$ cat config.mk
export PLATFORM = sky130hd
export DESIGN_NAME = wbp_backend
export DESIGN_NICKNAME = d
export VERILOG_FILES = /design/src/rtl/wbp_pkg.sv /design/src/rtl/wbp_regfile.sv /design/src/rtl/wbp_units.sv /design/src/rtl/wbp_fwd.sv /design/src/rtl/wbp_backend.sv
export SDC_FILE = /design/constraint.sdc
export NUM_CORES = 1
export LEC_CHECK = 0
export BUFFER_PORTS_ARGS = -buffer_cell sky130_fd_sc_hd__buf_2
export CAP_MARGIN = 40
export CORE_MARGIN = 5
export CORE_UTILIZATION = 65
export DETAILED_ROUTE_END_ITERATION = 12
export HOLD_SLACK_MARGIN = 0.03
export PLACE_DENSITY = 0.85
export SLEW_MARGIN = 20
export SYNTH_ARGS = -nofsm -noshare
export SYNTH_HDL_FRONTEND = slang
export SYNTH_SLANG_ARGS = --single-unit
export TNS_END_PERCENT = 100
$ cat constraint.sdc
create_clock -name clk -period 47.8 [get_ports clk]
set_clock_uncertainty 0.1 [all_clocks]
set_input_delay 9.56 -clock clk [delete_from_list [all_inputs] [get_ports clk]]
set_output_delay 9.56 -clock clk [all_outputs]
set_load 0.02 [all_outputs]
$ cat src/rtl/wbp_pkg.sv
package wbp_pkg;
  // Operation codes; values are part of the block's interface.
  typedef enum logic [1:0] {
    OP_INT = 2'd0,
    OP_ADD = 2'd1,
    OP_MUL = 2'd2,
    OP_DIV = 2'd3
  } op_e;

  // Number of execute stages every micro-op passes before writeback.
  localparam int NSTG = 3;
endpackage

$ cat src/rtl/wbp_regfile.sv
module wbp_regfile #(
  parameter int XLEN = 16,
  parameter int NREG = 8,
  localparam int AW = $clog2(NREG)
) (
  input  logic            clk,
  input  logic            rst,
  input  logic            we,
  input  logic [AW-1:0]   waddr,
  input  logic [XLEN-1:0] wdata,
  input  logic [AW-1:0]   ra0,
  input  logic [AW-1:0]   ra1,
  output logic [XLEN-1:0] rd0,
  output logic [XLEN-1:0] rd1
);
  logic [XLEN-1:0] mem [NREG];

  always_ff @(posedge clk) begin
    if (rst) begin
      for (int i = 0; i < NREG; i++) mem[i] <= '0;
    end else if (we) begin
      mem[waddr] <= wdata;
    end
  end

  assign rd0 = mem[ra0];
  assign rd1 = mem[ra1];
endmodule

$ cat src/rtl/wbp_units.sv
module wbp_units #(
  parameter int XLEN = 16
) (
  input  wbp_pkg::op_e    op,
  input  logic [XLEN-1:0] a,
  input  logic [XLEN-1:0] b,
  input  logic [XLEN-1:0] imm,
  output logic [XLEN-1:0] res
);
  import wbp_pkg::*;

  logic [2*XLEN-1:0] prod;

  always_comb begin
    prod = {{XLEN{1'b0}}, a} * {{XLEN{1'b0}}, b};
    unique case (op)
      OP_INT:  res = a + imm;
      OP_ADD:  res = a + b;
      OP_MUL:  res = prod[XLEN-1:0];
      default: res = (b == '0) ? '1 : a / b;
    endcase
  end
endmodule

$ cat src/rtl/wbp_fwd.sv
module wbp_fwd #(
  parameter int XLEN = 16,
  parameter int AW   = 3,
  parameter int NSTG = wbp_pkg::NSTG
) (
  input  logic [AW-1:0]        src,
  input  logic [XLEN-1:0]      rf_val,
  input  logic [NSTG-1:0]      stg_v,
  input  logic [NSTG-1:0]      stg_rdy,
  input  logic [NSTG*AW-1:0]   stg_dst,
  input  logic [NSTG*XLEN-1:0] stg_dat,
  output logic [XLEN-1:0]      val,
  output logic                 busy
);
  // Oldest stage first, so the youngest matching producer wins.
  always_comb begin
    val  = rf_val;
    busy = 1'b0;
    for (int s = NSTG - 1; s >= 0; s--) begin
      if (stg_v[s] && (stg_dst[s*AW +: AW] == src)) begin
        val  = stg_dat[s*XLEN +: XLEN];
        busy = !stg_rdy[s];
      end
    end
  end
endmodule

$ cat src/rtl/wbp_backend.sv
module wbp_backend #(
  parameter int XLEN    = 16,
  parameter int NREG    = 8,
  parameter int DIV_CYC = 4,
  localparam int AW = $clog2(NREG),
  localparam int CW = $clog2(DIV_CYC + 1)
) (
  input  logic            clk,
  input  logic            rst,
  input  logic            in_valid,
  input  logic [1:0]      in_op,
  input  logic [AW-1:0]   in_dst,
  input  logic [AW-1:0]   in_src1,
  input  logic [AW-1:0]   in_src2,
  input  logic [XLEN-1:0] in_imm,
  input  logic            in_exc,
  output logic            stall_o,
  output logic            wr_en_o,
  output logic [AW-1:0]   wr_addr_o,
  output logic [XLEN-1:0] wr_data_o,
  output logic            trap_o
);
  import wbp_pkg::*;

  localparam int NS   = wbp_pkg::NSTG;
  localparam int LAST = NS - 1;

  // Execute stage state; index 0 is X1, LAST is the commit stage.
  logic [NS-1:0]   st_v;
  logic [NS-1:0]   st_rdy;
  logic [NS-1:0]   st_exc;
  logic [AW-1:0]   st_dst [NS];
  logic [XLEN-1:0] st_dat [NS];
  op_e             x1_op;
  logic [CW-1:0]   div_cnt;

  logic [NS*AW-1:0]   dst_flat;
  logic [NS*XLEN-1:0] dat_flat;

  op_e             iop;
  logic [AW-1:0]   src_tag [2];
  logic [XLEN-1:0] rf_val  [2];
  logic [XLEN-1:0] opnd    [2];
  logic [1:0]      src_wait;
  logic [XLEN-1:0] res;
  logic            uses2, raw, div_hold, adv1, accept, flush, rf_we;

  assign iop        = op_e'(in_op);
  assign src_tag[0] = in_src1;
  assign src_tag[1] = in_src2;

  assign flush    = st_v[LAST] & st_exc[LAST];
  assign rf_we    = st_v[LAST] & ~st_exc[LAST];
  assign div_hold = st_v[0] && (x1_op == OP_DIV) && (div_cnt != '0);
  assign adv1     = !div_hold;
  assign uses2    = (iop != OP_INT);
  assign raw      = src_wait[0] | (src_wait[1] & uses2);
  assign stall_o  = div_hold | (in_valid & raw);
  assign accept   = in_valid & ~stall_o;

  wbp_regfile #(.XLEN(XLEN), .NREG(NREG)) i_rf (
    .clk   (clk),
    .rst   (rst),
    .we    (rf_we),
    .waddr (st_dst[LAST]),
    .wdata (st_dat[LAST]),
    .ra0   (in_src1),
    .ra1   (in_src2),
    .rd0   (rf_val[0]),
    .rd1   (rf_val[1])
  );

  genvar g;
  for (g = 0; g < NS; g++) begin : g_flat
    assign dst_flat[g*AW +: AW]     = st_dst[g];
    assign dat_flat[g*XLEN +: XLEN] = st_dat[g];
  end

  for (g = 0; g < 2; g++) begin : g_src
    wbp_fwd #(.XLEN(XLEN), .AW(AW), .NSTG(NS)) i_fwd (
      .src     (src_tag[g]),
      .rf_val  (rf_val[g]),
      .stg_v   (st_v),
      .stg_rdy (st_rdy),
      .stg_dst (dst_flat),
      .stg_dat (dat_flat),
      .val     (opnd[g]),
      .busy    (src_wait[g])
    );
  end

  wbp_units #(.XLEN(XLEN)) i_units (
    .op  (iop),
    .a   (opnd[0]),
    .b   (opnd[1]),
    .imm (in_imm),
    .res (res)
  );

  // Control state with reset.
  always_ff @(posedge clk) begin
    if (rst) begin
      st_v    <= '0;
      div_cnt <= '0;
      wr_en_o <= 1'b0;
      trap_o  <= 1'b0;
    end else begin
      wr_en_o <= rf_we;
      trap_o  <= flush;
      for (int s = 1; s < NS; s++) begin
        st_v[s] <= st_v[s-1] & ((s != 1) | adv1) & ~flush;
      end
      if (flush) begin
        st_v[0] <= 1'b0;
        div_cnt <= '0;
      end else if (adv1) begin
        st_v[0] <= accept;
        div_cnt <= (accept && (iop == OP_DIV)) ? CW'(DIV_CYC - 1) : '0;
      end else begin
        div_cnt <= div_cnt - CW'(1);
      end
    end
  end

  // Datapath registers, no reset; qualified by the valid bits.
  always_ff @(posedge clk) begin
    wr_addr_o <= st_dst[LAST];
    wr_data_o <= st_dat[LAST];
    for (int s = 1; s < NS; s++) begin
      st_dst[s] <= st_dst[s-1];
      st_dat[s] <= st_dat[s-1];
      st_exc[s] <= st_exc[s-1];
      st_rdy[s] <= st_rdy[s-1] | (s == LAST);
    end
    if (adv1) begin
      x1_op     <= iop;
      st_dst[0] <= in_dst;
      st_dat[0] <= res;
      st_exc[0] <= in_exc;
      st_rdy[0] <= (iop == OP_INT);
    end
  end

  // a divide with cycles left stays in X1 unless flushed.
  a_r7_x1_hold: assert property (@(posedge clk) disable iff (rst)
    (div_hold && !flush) |=> (st_v[0] && (x1_op == OP_DIV)));

  // the divide countdown never exceeds its configured length.
  a_r7_cnt_bound: assert property (@(posedge clk) disable iff (rst)
    div_cnt <= CW'(DIV_CYC - 1));

  // a commit-stage fault leaves no younger micro-op in flight.
  a_r9_flush_drains: assert property (@(posedge clk) disable iff (rst)
    flush |=> (st_v == '0));

  // the trap cycle carries no register write.
  a_r8_trap_no_write: assert property (@(posedge clk) disable iff (rst)
    trap_o |-> !wr_en_o);

  // a write only follows an occupied commit stage.
  a_r3_write_from_last: assert property (@(posedge clk) disable iff (rst)
    wr_en_o |-> $past(st_v[LAST]));
endmodule

==> results_dict.tcl, run 1 <==
set metrics [dict create \
    synth.top_cell.area_share 0.2060 \
    cp.depth 149 \
    ys_seq_elements 219 \
    yosysWarningCount 0 \
    dieArea_um2 37640 \
    first_global_vias 19624 \
    yosysUniqueCellTypes 89 \
    ys_seq_area_frac 0.2679 \
    worstMarginPinSlew_ns 0.9650 \
    cts_tree "done" \
    synth_ff_type "edfxtp_1" \
    core_region_area_um2 33450 \
    syn2layout_area_growth_pct 7.397 \
    clockRootBuffer "clkbuf_16" \
    place_ws_ns 2.154 \
    endpoint_kind "register" \
    antenna_found_initial 2 \
    synth_edf_count 151 \
    crit_required_ns 47.95 \
    synth_most_common_cell "ha_1" \
    grt_use_total 0.3640 \
    first_iter_violations 2791 \
    syn_area_um2 22010 \
    r2r_cells 147 \
    grt_max_degree 37 \
    dp_hpwl_mm 50.85 \
    ios 53 \
    max-slew-margin-rel 0.3538 \
    crit_top_cell "ha_1" \
    final_area_um2 23630 \
    clkTransAtPathRegs_ns 0.07 \
    gp_congestion 1.007 \
    cts_buffers 22 \
    cp_max_fo 24 \
    start_util 0.6579 \
    start_kind "primary input" \
    fin_crit_ns 45.44 \
    drc_errors 0 \
    yosys-top-cells-count "207 x ha_1, 189 x nand2_1, 184 x nor2_1" \
    hold_class "reg -> reg" \
    leakagePower_nw 10.30 \
    via_count 19498 \
    endpoint "st_dat[0][0]" \
    firstDrtPassIters 9 \
    die_h_um 194 \
    nets 2683 \
    placed_area_um2 22850 \
    peakVddDrop_v 0.00007681 \
    p_total_mw 1.464 \
    maxSlewViolCount 0 \
    clockBufferDepth 3 \
    worst_slack_ns 2.362 \
    slowest_stage "or4b_1" \
    syn_inst 2322 \
    whs_ns 0.2385 \
    synthArstFlopShare 0 \
    critPathBufInv 10 \
    overflow 0 \
    max_clock_freq_mhz 22.01 \
    critical_path_arrival_ns 45.58 \
    h-tree-depth 1 \
    wirelength_mm 70.17 \
    reg2reg_slack_ns 11.60 \
    cpLargestDelayFamily "compound AO/OA/AOI/OAI gates" \
    critPathMaxStageDelay_ns 0.65 \
    syn_avg_cell_area_um2 9.477 \
    r2r_start "st_dst[0][5]" \
    io_buffers 52 \
    post-route-period-util 0.9506 \
    p_per_area_nw_per_um2 61.92 \
    syn_nets 2641 \
    clock_latency_ns 0.51 \
    maxCapViolations 0 \
    die_w_um 194 \
    run_status "finished, final reports clean" \
    postCtsHoldBufs 0 \
    clock-sinks 219 \
    ant_nets 0 \
    synthTopCellsByArea "edfxtp_1 21%, ha_1 12%, fa_1 7.4%" \
    setup_viol 0 \
    crit_type "in -> reg" \
    grt_pass1_wl_mm 109.4 \
    fp-row-count 67 \
    diodes 0 \
    wl_per_cell_um 24.81 \
    vias_per_cell 6.895 \
    rr_endpoint "st_dat[0][0]" \
    yosysTopAreaCell "edfxtp_1" \
    hold_viol_final 0 \
    drive_gt1_frac 0.1349 \
    worstSetupStartpoint "in_src2[1]" \
]
## routing by layer
| layer | part of all wire | vias to the layer above | GRT usage |
|---|---|---|---|
| li1 | - | 8496 | - |
| met1 | 0.37 | 9161 | 0.4894 |
| met2 | 0.44 | 1483 | 0.5586 |
| met3 | 0.14 | 356 | 0.1015 |
| met4 | 0.056 | 2 | 0.1529 |
| met5 | 0.00010 | - | 0 |
## cells in the final DEF, fill, tap and decap left out, types with 23 or more instances in the layout
master and n:
a21oi_1 106, nand2_1 189, a21o_1 24, mux2i_1 46, mux4_2 64, nor2_1 183, o21a_1 37, mux2_2 52
buf_4 54, inv_1 177, ha_1 207, o221ai_1 25, nand3_1 26, buf_2 53, edfxtp_1 151, nand2b_1 23
dfxtp_1 68, o21ai_0 95, xor2_1 32, nor2b_1 23, xnor2_1 98, fa_1 81, and2_1 150, clkbuf_16 23
nor3_1 56
## how the worst min path moves through the flow
| stage | start | to | slack (ns) | cells after the start |
|---|---|---|---|---|
| after floorplan | st_exc[1] | st_exc[2] | 0.21 | 0 |
| after global placement | st_exc[1] | st_exc[2] | 0.21 | 0 |
| after detailed placement | st_exc[1] | st_exc[2] | 0.21 | 0 |
| after CTS | st_exc[1] | st_exc[2] | 0.24 | 0 |
| after global routing | st_exc[0] | st_exc[1] | 0.25 | 0 |
| final | st_exc[1] | st_exc[2] | 0.24 | 0 |
## layout make-up
cell class / instances / area [um^2]
multi-input cells: 1826 / 15030
clock buffers: 30 / 631.9
flip-flops and latches: 219 / 5896
inverters: 181 / 679.4
well taps: 448 / 560.5
fillers: 2370 / 9814
repair buffers: 114 / 769.5
clock inverters: 10 / 66.31
## cell families after synthesis
kind of cell	share of synthesized area
DFF	0.2679
buffers and inverters	0.05094
xor gates and xnor gates	0.05379
muxes	0.1130
AOI/OAI and AO/OA	0.1449
adders and majority gates	0.1914
and+or+nand+nor	0.1780
## metrics by stage
step / utilization / instances / TNS, ns
final: 0.7066 / 2828 / 0
after global routing: 0.7066 / 2828 / -0.04795
after CTS: 0.7039 / 2820 / 0
after detailed placement: 0.6830 / 2780 / 0
after global placement: 0.6810 / 2776 / 0
after floorplan: - / 2322 / 0
## flip-flops by register name, indices dropped and copies added (netlist names)
signal and count:
i_rf.mem 128, st_dat 48, wr_data_o 16, st_dst 9
div_cnt 3, st_exc 3, st_v 3, wr_addr_o 3
st_rdy 2, x1_op 2, trap_o 1, wr_en_o 1
## power breakdown
group,switching (mW),internal [mW]
sequential,0.0397,0.234
combinational,0.595,0.426
clock,0.0746,0.0938
## repair_timing
item / 4_1_cts / 5_1_grt
setup buffers: 0 / 5
endpoints found under the setup margin: 0 / 1
gates resized for setup: 0 / 5
Power figures use the tool's default switching activity.
==> run 2: changes to the inputs <==
- CORE_UTILIZATION: 65 -> 55
- PLACE_DENSITY: 0.85 -> 0.74
==> run 2 against run 1 <==
Against the previous run:
- die area increased by 17%
- flip-flop and latch count unchanged
- register-to-register slack about the same
- worst setup slack improved by 0.22 ns
- cell count increased by 3.0%
- worst hold slack improved by 0.0032 ns
- power decreased by 0.14%
- sequential share of layout area decreased by 0.18 points
- critical path type unchanged
- critical endpoint unchanged
- largest cell class unchanged
- largest power group unchanged
==> results_dict.tcl, run 2 (same netlist as run 1, synthesis figures left out) <==
set metrics [dict create \
    syn2layout_area_growth_pct 8.176 \
    r2r_start "st_dst[0][8]" \
    grt_setup_unrepaired "false" \
    dp_cells 2862 \
    via_count 19066 \
    post-route-period-util 0.9460 \
    p_per_area_nw_per_um2 61.39 \
    start_kind "primary input" \
    h-tree-depth 1 \
    cp_max_fo 26 \
    clock-sinks 219 \
    dieArea_um2 44110 \
    drc_errors 0 \
    clockRootBuffer "clkbuf_16" \
    final_util 0.6005 \
    run_status "finished, final reports clean" \
    antenna_found_initial 0 \
    fp-row-count 73 \
    first_global_vias 18896 \
    wl_per_cell_um 24.30 \
    wirelength_mm 70.78 \
    ant_nets 0 \
    crit_required_ns 47.95 \
    placed_area_um2 22980 \
    final_cell_mix "207 x ha_1, 189 x nand2_1, 182 x nor2_1, 177 x inv_1, 151 x edfxtp_1" \
    setup_viol 0 \
    grt_max_degree 37 \
    peakVddDrop_v 0.00007934 \
    reg2reg_slack_ns 11.59 \
    max_clock_freq_mhz 22.12 \
    leakagePower_nw 10.34 \
    endpoint "st_dat[0][0]" \
    maxSlewViolCount 0 \
    worstSetupStartpoint "in_src2[0]" \
    hold_viol_final 0 \
    endpoint_kind "register" \
    critPathMaxStageDelay_ns 0.62 \
    crit_top_cell "ha_1" \
    top_regs "i_rf.mem (128), st_dat (48), wr_data_o (16)" \
    cts_tree "done" \
    drive_gt1_frac 0.1378 \
    postCtsHoldBufs 0 \
    nets 2690 \
    final_common_cell "ha_1" \
    r2r_cells 148 \
    start_util 0.5551 \
    n_fill_cell 3362 \
    max-slew-margin-rel 0.3279 \
    dp_hpwl_mm 52.20 \
    grt_use_total 0.3129 \
    hold_class "reg -> reg" \
    fin_crit_ns 45.22 \
    io_buffers 52 \
    grt_pass1_wl_mm 109.2 \
    clkTransAtPathRegs_ns 0.08 \
    firstDrtPassIters 9 \
    rr_endpoint "st_dat[0][0]" \
    final_cells 2913 \
    largest_reg_flops 128 \
    die_h_um 210.0 \
    largest-register "i_rf.mem" \
    maxCapViolations 0 \
    gp_congestion 0.9923 \
    overflow 0 \
    crit_type "in -> reg" \
    ios 53 \
    p_total_mw 1.461 \
    first_iter_violations 2197 \
    worstMarginPinSlew_ns 1.008 \
    die_w_um 210.0 \
    setup_tns_ns 0 \
    critical_path_arrival_ns 45.37 \
    core_region_area_um2 39640 \
    slowest_stage "a31oi_1" \
    clockBufferDepth 3 \
    final_area_um2 23810 \
    clock_latency_ns 0.52 \
    vias_per_cell 6.545 \
    cts_buffers 23 \
]
## run 2: cell types whose count changed in the layout (fill, tap and decap cells not counted), sizes merged
cell,previous run,this run
clkbuf,31,34
diode,0,1
buf,113,119
bufinv,0,1
inv,181,178
## run 2: cell type report
class | count | area (um^2) | area share
inverter | 181 | 679.4 | 0.02854
multi-input combinational | 1826 | 15030 | 0.6314
sequential | 219 | 5896 | 0.2477
antenna | 1 | 2.502 | 0.0001051
tap | 525 | 656.9 | 0.02759
clock buffer | 33 | 674.4 | 0.02833
clock inverter | 8 | 66.31 | 0.002786
timing repair buffer | 120 | 799.5 | 0.03359
## run 2: critical path: cells and delay by family
kind / cells / cell delay, ns
mux: 9 / 3.09
compound gates: 68 / 16.04
simple gates: 48 / 9.70
buf+inv: 10 / 2.38
fa+ha+maj: 15 / 4.51
## run 2: power by group
group | internal, mW | leakage [nW] | total [mW] | switching, mW
Combinational | 0.426 | 7.82 | 1.01 | 0.586
Clock | 0.103 | 0.367 | 0.178 | 0.0750
Sequential | 0.234 | 2.14 | 0.272 | 0.0378
Total | 0.763 | 10.3 | 1.46 | 0.698
## run 2: worst min-delay path by stage
stage	to	start	depth (start not counted)	slack (ns)
2_1_floorplan	st_exc[2]	st_exc[1]	0	0.21
3_3_place_gp	st_exc[2]	st_exc[1]	0	0.21
3_5_place_dp	st_exc[2]	st_exc[1]	0	0.22
4_1_cts	st_exc[1]	st_exc[0]	0	0.25
5_1_grt	st_exc[2]	st_exc[1]	0	0.25
6_report	st_exc[2]	st_exc[1]	0	0.24
## run 2: layer usage
metal / up-vias / wire, um / GRT usage
li1: 8503 / - / -
met1: 9224 / 28710 / 0.4480
met2: 1120 / 31430 / 0.4874
met3: 219 / 7655 / 0.05194
met4: 0 / 2992 / 0.1069
met5: - / 0 / 0
## run 2: what timing repair did
item                                    4_1_cts  5_1_grt
resized for setup                             0        5
setup buffers                                 0        5
endpoints found under the setup margin        0        1
## run 2: per-stage QoR
stage	worst slack (ns)	hold WS (ns)
after floorplan	6.507	0.2096
after global placement	2.549	0.2142
after detailed placement	2.035	0.2189
after CTS	2.422	0.2474
after global routing	0.1078	0.2509
final	2.583	0.2417
